--- config.mk ---
export PLATFORM = sky130hd
export DESIGN_NAME = mx_dequant
export DESIGN_NICKNAME = d
export VERILOG_FILES = /design/src/rtl/mxd_pkg.sv /design/src/rtl/mxd_expand.sv /design/src/rtl/mxd_rescale.sv /design/src/rtl/mx_dequant.sv
export SDC_FILE = /design/constraint.sdc
export NUM_CORES = 1
export LEC_CHECK = 0
export ABC_AREA = 1
export BUFFER_PORTS_ARGS = -buffer_cell sky130_fd_sc_hd__buf_2
export CORE_MARGIN = 4
export CORE_UTILIZATION = 35
export DETAILED_ROUTE_END_ITERATION = 12
export SKIP_CTS_REPAIR_TIMING = 1
export SLEW_MARGIN = 30
export SYNTH_ARGS = -nofsm -noshare
export SYNTH_HDL_FRONTEND = slang
export SYNTH_HIERARCHICAL = 1
export SYNTH_SLANG_ARGS = --single-unit
--- constraint.sdc ---
create_clock -name clk -period 16.6 [get_ports clk]
set_input_delay 1.66 -clock clk [delete_from_list [all_inputs] [get_ports clk]]
set_output_delay 1.66 -clock clk [all_outputs]
set_load 0.05 [all_outputs]
--- src/rtl/mxd_pkg.sv ---
package mxd_pkg;

  localparam int SCALE_W  = 8;
  localparam int FP_W     = 32;
  localparam int FP_EXP_W = 8;
  localparam int FP_MAN_W = 23;
  localparam int FRAC_W   = 3;   // widest narrow mantissa
  localparam int UEXP_W   = 6;   // signed unbiased exponent of a narrow element
  localparam int SUM_W    = 11;  // signed biased sum

  localparam logic [FP_W-1:0]     QNAN_BITS   = 32'h7FC0_0000;
  localparam logic [SCALE_W-1:0]  SCALE_NAN   = 8'hFF;
  localparam logic [FP_EXP_W-1:0] EXP_MAX_FIN = 8'hFE;

  typedef enum logic {
    FMT_E2M1 = 1'b0,
    FMT_E4M3 = 1'b1
  } elem_fmt_t;

  typedef struct packed {
    logic                     sign;
    logic                     zero;
    logic                     nan;
    logic signed [UEXP_W-1:0] uexp;  // value = 1.frac * 2^uexp
    logic [FRAC_W-1:0]        frac;
  } elem_norm_t;

endpackage

--- src/rtl/mxd_expand.sv ---
module mxd_expand
  import mxd_pkg::*;
(
  input  elem_fmt_t  fmt,
  input  logic [7:0] code,
  output elem_norm_t norm
);

  logic [1:0] e2_exp;
  logic       e2_man;
  logic [3:0] e4_exp;
  logic [2:0] e4_man;

  assign e2_exp = code[2:1];
  assign e2_man = code[0];
  assign e4_exp = code[6:3];
  assign e4_man = code[2:0];

  always_comb begin
    norm = '0;
    if (fmt == FMT_E2M1) begin
      norm.sign = code[3];
      norm.zero = (e2_exp == 2'd0) && !e2_man;
      if (e2_exp == 2'd0) begin
        norm.uexp = -6'sd1;
        norm.frac = '0;
      end else begin
        norm.uexp = $signed({4'd0, e2_exp}) - 6'sd1;
        norm.frac = {e2_man, 2'b00};
      end
    end else begin
      norm.sign = code[7];
      norm.nan  = (e4_exp == 4'hF) && (e4_man == 3'h7);
      norm.zero = (e4_exp == 4'h0) && (e4_man == 3'h0);
      if (e4_exp == 4'h0) begin
        // subnormal: move leading one into the hidden position
        if (e4_man[2]) begin
          norm.uexp = -6'sd7;
          norm.frac = {e4_man[1:0], 1'b0};
        end else if (e4_man[1]) begin
          norm.uexp = -6'sd8;
          norm.frac = {e4_man[0], 2'b00};
        end else begin
          norm.uexp = -6'sd9;
          norm.frac = '0;
        end
      end else begin
        norm.uexp = $signed({2'd0, e4_exp}) - 6'sd7;
        norm.frac = e4_man;
      end
    end
  end

endmodule

--- src/rtl/mxd_rescale.sv ---
module mxd_rescale
  import mxd_pkg::*;
(
  input  logic [SCALE_W-1:0] scale,
  input  elem_norm_t         norm,
  output logic [FP_W-1:0]    fp
);

  localparam int SIG_W = FP_MAN_W + 1;

  logic signed [SUM_W-1:0] biased;
  logic signed [SUM_W-1:0] shamt;
  logic [SIG_W-1:0]        sig;
  logic [SIG_W-1:0]        sub_sig;

  assign biased = $signed({{(SUM_W-SCALE_W){1'b0}}, scale})
                + {{(SUM_W-UEXP_W){norm.uexp[UEXP_W-1]}}, norm.uexp};
  assign shamt  = 11'sd1 - biased;
  assign sig    = {1'b1, norm.frac, {(FP_MAN_W-FRAC_W){1'b0}}};
  assign sub_sig = (shamt >= 11'sd24) ? '0 : (sig >> shamt[4:0]);

  always_comb begin
    if (scale == SCALE_NAN || norm.nan) begin
      fp = QNAN_BITS;
    end else if (norm.zero) begin
      fp = {norm.sign, {(FP_W-1){1'b0}}};
    end else if (biased > $signed({3'd0, EXP_MAX_FIN})) begin
      fp = {norm.sign, {FP_EXP_W{1'b1}}, {FP_MAN_W{1'b0}}};
    end else if (biased >= 11'sd1) begin
      fp = {norm.sign, biased[FP_EXP_W-1:0], norm.frac, {(FP_MAN_W-FRAC_W){1'b0}}};
    end else begin
      fp = {norm.sign, {FP_EXP_W{1'b0}}, sub_sig[FP_MAN_W-1:0]};
    end
  end

endmodule

--- src/rtl/mx_dequant.sv ---
module mx_dequant
  import mxd_pkg::*;
#(
  parameter int NUM_ELEMS = 32,
  parameter int WIDE_W    = 8,
  parameter int NARROW_W  = 4
) (
  input  logic                        clk,
  input  logic                        rst_n,
  input  logic                        in_valid,
  output logic                        in_ready,
  input  logic                        in_fmt,
  input  logic [SCALE_W-1:0]          in_scale,
  input  logic [NUM_ELEMS*WIDE_W-1:0] in_elems,
  output logic                        out_valid,
  input  logic                        out_ready,
  output logic [FP_W-1:0]             out_data,
  output logic                        out_last
);

  localparam int BLK_W = NUM_ELEMS * WIDE_W;
  localparam int IDX_W = $clog2(NUM_ELEMS);
  localparam logic [IDX_W-1:0] IDX_LAST = IDX_W'(NUM_ELEMS - 1);

  logic               busy_q;
  logic [IDX_W-1:0]   idx_q;
  logic [BLK_W-1:0]   blk_q;
  elem_fmt_t          fmt_q;
  logic [SCALE_W-1:0] scale_q;

  logic [WIDE_W-1:0]  lane_code [NUM_ELEMS];
  logic [WIDE_W-1:0]  sel_code;
  elem_norm_t         norm;

  assign in_ready  = !busy_q;
  assign out_valid = busy_q;
  assign out_last  = busy_q && (idx_q == IDX_LAST);

  always_ff @(posedge clk) begin
    if (!rst_n) begin
      busy_q <= 1'b0;
      idx_q  <= '0;
    end else if (!busy_q) begin
      if (in_valid) begin
        busy_q <= 1'b1;
        idx_q  <= '0;
      end
    end else if (out_ready) begin
      if (idx_q == IDX_LAST) begin
        busy_q <= 1'b0;
        idx_q  <= '0;
      end else begin
        idx_q <= idx_q + 1'b1;
      end
    end
  end

  always_ff @(posedge clk) begin
    if (!busy_q && in_valid) begin
      blk_q   <= in_elems;
      fmt_q   <= elem_fmt_t'(in_fmt);
      scale_q <= in_scale;
    end
  end

  for (genvar g = 0; g < NUM_ELEMS; g++) begin : g_lane
    assign lane_code[g] = (fmt_q == FMT_E2M1)
      ? {{(WIDE_W-NARROW_W){1'b0}}, blk_q[g*NARROW_W +: NARROW_W]}
      : blk_q[g*WIDE_W +: WIDE_W];
  end

  assign sel_code = lane_code[idx_q];

  mxd_expand u_expand (
    .fmt  (fmt_q),
    .code (sel_code),
    .norm (norm)
  );

  mxd_rescale u_rescale (
    .scale (scale_q),
    .norm  (norm),
    .fp    (out_data)
  );

  AST_NO_TAKE_BUSY: assert property (@(posedge clk) disable iff (!rst_n)
    out_valid |-> !in_ready);
  AST_FIRST_IDX: assert property (@(posedge clk) disable iff (!rst_n)
    in_valid && in_ready |=> out_valid && !out_last);
  AST_HOLD_OUT: assert property (@(posedge clk) disable iff (!rst_n)
    out_valid && !out_ready |=> out_valid && $stable(out_data) && $stable(out_last));
  AST_LAST_ENDS: assert property (@(posedge clk) disable iff (!rst_n)
    out_valid && out_ready && out_last |=> !out_valid && in_ready);
  AST_SCALE_NAN: assert property (@(posedge clk) disable iff (!rst_n)
    out_valid && scale_q == SCALE_NAN |-> out_data == QNAN_BITS);
  AST_INF_CLEAN: assert property (@(posedge clk) disable iff (!rst_n)
    out_valid && out_data[30:23] == 8'hFF |-> out_data[22:0] == 23'd0 || out_data == QNAN_BITS);

endmodule

# Word level (Yosys, flattened, before mapping)
# Index checks and enable logic that the tools add are counted.
word_totals:
  ff_bits: 271
  latch_bits: 0
  ram_bits: 0
  romBits: 0
  memories: 0
  out_inout_bits: 35
classes:
  n_bitwise: 1
  n_div: 0
  shifts: 1
  n_addsub: 5
  n_reduce_logical: 13
  n_mux: 55
  n_eq_ne: 5
  mul: 0
  n_lt_le_gt_ge: 4
ops:
  columns: ["operator", "n"]
  rows:
  - ["8-bit 2-to-1 mux", 34]
  - ["31-bit 2-to-1 mux", 3]
  - ["8-bit binary-select mux with 5-bit select", 1]
  - ["9-bit 2-to-1 mux", 4]
  - ["32-bit 2-to-1 mux", 1]
  - ["24-bit by 5-bit >> shifter with 23-bit output", 1]
  - ["23-bit 2-to-1 mux", 1]
  - ["5-bit 2-to-1 mux", 4]
  - ["11-bit by 2-bit >= comparator with 1-bit output (second input constant)", 1]
  - ["11-bit by 6-bit >= comparator with 1-bit output (second input constant)", 1]
  - ["11-bit by 9-bit greater-than comparator with 1-bit output (second input constant)", 1]
  - ["2-bit by 11-bit subtractor with 11-bit output (first input constant)", 1]
  - ["9-bit by 6-bit adder with 10-bit output", 1]
  - ["8-bit == test (second input constant)", 1]
  - ["7-bit 2-to-1 mux", 1]
  - ["6-bit >= comparator (second input constant)", 1]
  - ["5-bit inverter with 6-bit output", 1]
  - ["5-bit by 1-bit adder with 5-bit output (second input constant)", 1]
  - ["5-bit == test (second input constant)", 1]
  - ["1-bit logical AND", 5]
  - ["1-bit 2-to-1 mux", 5]
  - ["4-bit by 3-bit subtractor with 5-bit output (second input constant)", 1]
  - ["4-bit == test (second input constant)", 1]
  - ["4-bit logical NOT", 1]
  - ["10 further kinds", 11]

# Depth between registers and ports, before layout
# Gate-level depths: netlist of the first run.
depth:
  ltp_word: 16
  ltp_mapped: 39
  ltp_nobuf: 36

# Cells and area by module
# Netlist of the first run, hierarchy kept.
by_module_without_submodules:
  columns: ["mod", "seq_area_each_um2", "area_per_inst_um2", "instances", "cells_each"]
  rows:
  - ["mx_dequant", 8077.7, 12424.4, 1, 1254]
  - ["mxd_rescale", 0.0, 1536.5, 1, 305]
  - ["mxd_expand", 0.0, 337.8, 1, 61]

# Worst setup path before layout of the first run
# OpenSTA, ideal clock, no wires.
synth_path:
  kind: "input port to flip-flop"
  from: "in in_valid"
  to: "reg idx_q[0]"
  t_arrival_ps: 14330
  setup_slack_ps: 2142
  cell_stages: 5
  setup_time_ps: 129
  n_path_buf: 0
  path_cell_list: "inv_1 -> nor2_1 -> nor2_1 -> nor2_1 -> nor2_1"
synth_between:
  elab_chain_cells: 2
synth_lines:
  columns: ["element", "line", "text"]
  rows:
  - ["start, declared", "mx_dequant.sv:10", "input logic in_valid,"]
  - ["2-bit nonzero test (no line)", null, null]
  - ["2-bit AND reduction (no line)", null, null]
  - ["end signal, assigned", "mx_dequant.sv:53", "idx_q <= idx_q + 1'b1;"]
  - ["end, declared", "mx_dequant.sv:26", "logic [IDX_W-1:0] idx_q;"]
# No other way between the ends.
# A chain may end at the register's enable or synchronous reset.

==> impl_results.md, run 1 <==
- Latest clock arrival within the worst-skew pair: 570 ps
- PortBufs: 303
- Count leader, synth: nand2_1
- RR Startpoint: out_valid
- Hold path cells: 2
- Fillers: 3949
- CP Max Fanout: 86
- Crit path max-delay cell type: buf_4
- Synth Flop Type: edfxtp_1
- Worst-margin pin slew: 958.5 ps
- Maximum buffer depth of the clock tree: 3
- Final hold violation count: 0
- Synth area leaders: edfxtp_1 56%, nand2_1 15%, nand3_1 8.3%
- PwrDens: 107.8 mW/mm^2
- Fmax: 0.1128 GHz
- Final Critical Period: 8869 ps
- Setup tns final: 0 ps
- Share of Yosys cell area claimed by the top area cell type: 55.65%
- Crit path capture type: output pin
- DR WL/cell: 18.47 um
- Pre-CTS WS: 8427 ps
- Final GP Congestion: 0.8845
- Final net count: 2171
- Ys async rst share: 0%
- Area growth, synth to finish: 19.57%
- DR DRC count: 0
- Delay-heaviest family, CP: simple AND/OR/NAND/NOR gates
- Cells after Synth: 1620
- Placed instance area: 0.01610 sq mm
- Setup crit start kind: register
- Worst setup margin: 7731 ps
- Die Area: 0.04415 sq mm
- Vias: 12.08k
- Hold slack final: 634.8 ps
- Synthesis Warnings: 6
- Max Cap Viol: 0
- Area of the core: 0.04010 sq mm
- Share of post-route cells with drive strength above 1: 21.83%
- Flops & latches, synth: 271
- Chip Width: 210.1 um
- WHS Endpoint: out_valid
- Crit path buf inv count: 5
- Worst hold path class: reg -> reg
- CP required: 14940 ps
- DP Wirelength: 32610 um
- Initial antenna violation count: 5
- Power consumption: 1.843 mW
- Worst r2r dst: blk_q[35]
- Static Leak: 7.672 nW
- Clock buffer count from CTS: 29
- Post-route ant nets: 0
- Syn Std Cell Area: 0.01430 sq mm
- Relative slew slack: 36.10%
- Clk slew on worst S/H paths: 60 ps
- Status: complete, no violations
- HP Start: out_valid
- Synth unique cells: 43
- Post-synth top cells: 554 x nand2_1, 265 x edfxtp_1, 238 x nand3_1
- Largest area contributor in the netlist: edfxtp_1
- Number of synthesized flops with an enable pin: 265
- Final WL: 44960 um
- Count of final setup violators: 0
- Via/cell ratio: 4.965
- Clock root cell: clkbuf_16
- Vias in the first global route: 11.97k
- Max IR drop VDD: 66.83 uV
- RSZ-0062 raised after global routing: no
- H-tree depth: 1
- Worst Path Arrival: 7210 ps
- Total track usage: 19.70%
- Die H: 210.1 um
- Largest net degree at the start of global routing: 190
- R2R Setup Slk: 14310 ps
- CTS tree: yes
- TritonRoute pass-1 iters: 7
- Crit Path Class: reg -> out
- CTS sink cnt: 271
- Syn_area_per_cell: 8.826 sq um
- Boundary Pins: 304
- Final std cells w/o fill: 2434
- Row cnt: 73
- Clock skew: 23.21 ps
- Synthesized Nets: 1908
- R2r worst-path depth: 3
- Initial drt markers: 1234
- Cell total after placement: 2376
- Post-layout util: 42.64%
- Final period utilization: 53.43%
- Slew Viols, Final: 0
- GRT overflow: 0
- Post-synthesis sequential area ratio: 56.49%
- First-pass GRT wire length: 68370 um
- CP max stage delay: 800 ps
- Starting Density: 35.66%
- Cell area after layout: 0.01710 sq mm
registers in the layout, summed over array words and instances (netlist names):
name and flops:
idx_q 5, scale_q 8, blk_q 256, fmt_q 1, out_valid 1
worst max-delay path by stage:
stage / end / cells past startpoint / start
6_report: out_data[10] / 29 / idx_q[0]
5_1_grt: out_data[2] / 29 / idx_q[0]
4_1_cts: out_data[10] / 32 / idx_q[0]
3_5_place_dp: out_data[10] / 32 / idx_q[0]
3_3_place_gp: out_data[7] / 30 / idx_q[2]
2_1_floorplan: idx_q[0] / 5 / in_valid
logic make-up (layout without fill, tap and decap cells):
group,after synthesis,count (layout),share of synthesized area (%)
compound gates,135,135,5.548
flops,271,271,56.49
fa+ha+maj,19,19,1.715
xor+xnor,2,2,0.1225
other cells,0,3,0
buf+inv,254,540,7.832
simple gates,939,939,28.29
report_power, final:
| part | total [mW] | internal, mW | switching, mW | leakage (nW) |
|---|---|---|---|---|
| clock network | 0.646 | 0.368 | 0.278 | 0.463 |
| registers | 0.817 | 0.797 | 0.0203 | 2.57 |
| logic | 0.380 | 0.113 | 0.266 | 4.64 |
| total | 1.84 | 1.28 | 0.565 | 7.67 |
per-layer routing:
layer	part of all wire, %	global-route usage, %
met1	45	28.03
met4	3.2	7.246
met2	44	30.09
met5	0.087	0
met3	8.0	3.825
cells in the final DEF, fill, tap and decap left out, types with 3 or more instances in the layout:
master        n
a21oi_1      27
buf_2       303
buf_4         7
bufinv_16     3
clkbuf_16    29
clkinv_1      5
clkinv_2      8
clkinv_4      4
clkinvlp_4    4
dfxtp_1       4
diode_2       3
edfxtp_1    265
ha_1         18
inv_1       163
inv_2         8
nand2_1     554
nand2_2       9
nand2_4       4
nand3_1     238
nand3b_1      3
nand4_1       7
nor2_1       91
nor2_2       13
nor2_4        5
nor3_1        6
o211ai_1     32
o21ai_0      55
o21ai_1      12
final cells by class:
| class | instances | area [sq um] | share of cell area, % |
|---|---|---|---|
| Clock inverter | 25 | 227.7 | 1.332 |
| Tap cell | 525 | 656.9 | 3.842 |
| Multi-Input combinational cell | 1095 | 5114 | 29.91 |
| Sequential cell | 271 | 8085 | 47.29 |
| Clock buffer | 29 | 725.7 | 4.245 |
| Timing Repair Buffer | 313 | 1628 | 9.521 |
| Inverter | 173 | 651.9 | 3.813 |
| Antenna cell | 3 | 7.507 | 0.04391 |
worst reg2reg max path: stages, from the launching register on:
cell     delay [ps]
dfxtp_1         360
nor2_4          530
buf_12          380
buf_16          440
No activity file was read; power rests on OpenSTA's default activity.
==> run 2, diff against run 1 <==
==> constraint.sdc (replaced) <==
create_clock -name clk -period 7.65 [get_ports clk]
set_input_delay 0.765 -clock clk [delete_from_list [all_inputs] [get_ports clk]]
set_output_delay 0.765 -clock clk [all_outputs]
set_load 0.05 [all_outputs]
==> impl_results.md, run 2 (same netlist as run 1, synthesis figures left out) <==
- CP Max Fanout: 22 (-74%)
- Die H: 210.1 um (unchanged)
- Crit Path Class: reg -> out
- Commonest non-fill, non-tap cell in the layout: nand2_1
- Via/cell ratio: 5.016 (+1.0%)
- GRT overflow: 0 (unchanged)
- Static Leak: 7.725 nW (+0.69%)
- Max Cap Viol: 0 (unchanged)
- Crit path max-delay cell type: fa_1
- Largest net degree at the start of global routing: 165 (-13%)
- Maximum buffer depth of the clock tree: 3 (unchanged)
- Placed instance area: 0.01617 sq mm (+0.45%)
- Hold slack final: 348.9 ps (-285.9 ps)
- Final period utilization: 92.95%
- Commonest cells after routing, fill and taps aside: 554 x nand2_1, 303 x buf_2, 265 x edfxtp_1
- Setup tns final: 0 ps (unchanged)
- Post-route ant nets: 0 (unchanged)
- H-tree depth: 1 (unchanged)
- Worst Path Arrival: 6350 ps (-860 ps)
- Final net count: 2180 (+0.41%)
- Area of the core: 0.04010 sq mm (unchanged)
- Chip Width: 210.1 um (unchanged)
- R2R Setup Slk: 5270 ps (-9040 ps)
- Count of final setup violators: 0 (unchanged)
- Fmax: 0.1406 GHz
- Clk slew on worst S/H paths: 60 ps (about the same)
- Largest register FFs: 256 (unchanged)
- Vias in the first global route: 11.85k (-0.96%)
- Latest clock arrival within the worst-skew pair: 590 ps (+20 ps)
- CP required: 6880 ps (-8060 ps)
- CTS tree: yes
- Final GP Congestion: 0.8869 (+0.27%)
- First-pass GRT wire length: 68230 um (-0.21%)
- DR DRC count: 0 (unchanged)
- Final Critical Period: 7110 ps
- Clock root cell: clkbuf_16
- Clock skew: 23.23 ps (+0.02580 ps)
- DR WL/cell: 18.65 um (+0.98%)
- Crit path capture type: output pin
- Total track usage: 19.68% (-0.021 points)
- Clock buffer count from CTS: 31 (+6.9%)
- Top Registers: blk_q: 256 flops, scale_q: 8 flops, idx_q: 5 flops
- CP max stage delay: 740 ps (-60 ps)
- Status: complete, no violations
- Die Area: 0.04415 sq mm (unchanged)
- Slew Viols, Final: 0 (unchanged)
- PwrDens: 236.5 mW/mm^2 (+120%)
- TritonRoute pass-1 iters: 5 (-2)
- Final WL: 45590 um (+1.4%)
- Vias: 12.26k (+1.4%)
- Boundary Pins: 304 (unchanged)
- Share of post-route cells with drive strength above 1: 21.79% (-0.039 points)
- PortBufs: 303 (unchanged)
- Area growth, synth to finish: 20.33%
- Initial antenna violation count: 7 (+2)
- Starting Density: 35.66% (unchanged)
- Worst-margin pin slew: 917.2 ps (-41.27 ps)
- Worst hold path class: in -> reg
- Relative slew slack: 38.85% (+2.8 points)
- Most flops, register: blk_q
- Final hold violation count: 0 (unchanged)
- Cell area after layout: 0.01721 sq mm (+0.64%)
- DP Wirelength: 32750 um (+0.42%)
- Row cnt: 73 (unchanged)
- Power consumption: 4.069 mW (+120%)
- Max IR drop VDD: 157.1 uV (+130%)
- Setup crit start kind: register
- Initial drt markers: 1128 (-8.6%)
- CTS sink cnt: 271 (unchanged)
- RSZ-0062 raised after global routing: no
- Post-layout util: 42.91% (+0.27 points)
run 2: final cells by class:
cell class	count	area [sq um]
diodes	5	12.51
clock inverters	20	203.9
well taps	525	656.9
inverters	173	651.9
multi-input cells	1095	5109
fillers	3961	22890
flip-flops and latches	271	8083
repair buffers	320	1698
clock buffers	35	790.8
run 2: final timing paths:
| check | end | cells after the start | startpoint |
|---|---|---|---|
| worst min register to register | out_valid | 2 | out_valid |
| worst max-delay path | out_data[10] | 28 | idx_q[1] |
| worst min-delay path | blk_q[9] | 1 | in_elems[9] |
| worst max register to register | blk_q[89] | 3 | out_valid |
run 2: per-layer routing:
metal	GRT usage (%)	up-vias	routed length, um
met5	0	-	0
met4	5.783	0	1188
met3	2.858	67	3242
met2	30.37	511	20260
met1	28.98	5754	20900
li1	-	5926	-
run 2: critical path, delay by kind of cell (launching register included):
| family | cells | cell delay [ps] |
|---|---|---|
| AND/OR/NAND/NOR | 17 | 2060 |
| flip-flops | 1 | 650 |
| AO/OA/AOI/OAI | 3 | 580 |
| buffers and inverters | 4 | 940 |
| adder cells (fa/ha/maj) | 4 | 1500 |
run 2: power breakdown:
part,total (mW),internal [mW],switching (mW)
Sequential,1.76,1.73,0.0316
Clock,1.46,0.845,0.615
Combinational,0.847,0.248,0.599
Total,4.07,2.82,1.25
run 2: through the flow:
step                setup slack, ps  instances
floorplan                      1764       1620
global placement               1351       2383
detailed placement             1201       2383
CTS                           521.1       2438
global route                  28.43       2442
finish                        539.6       2444
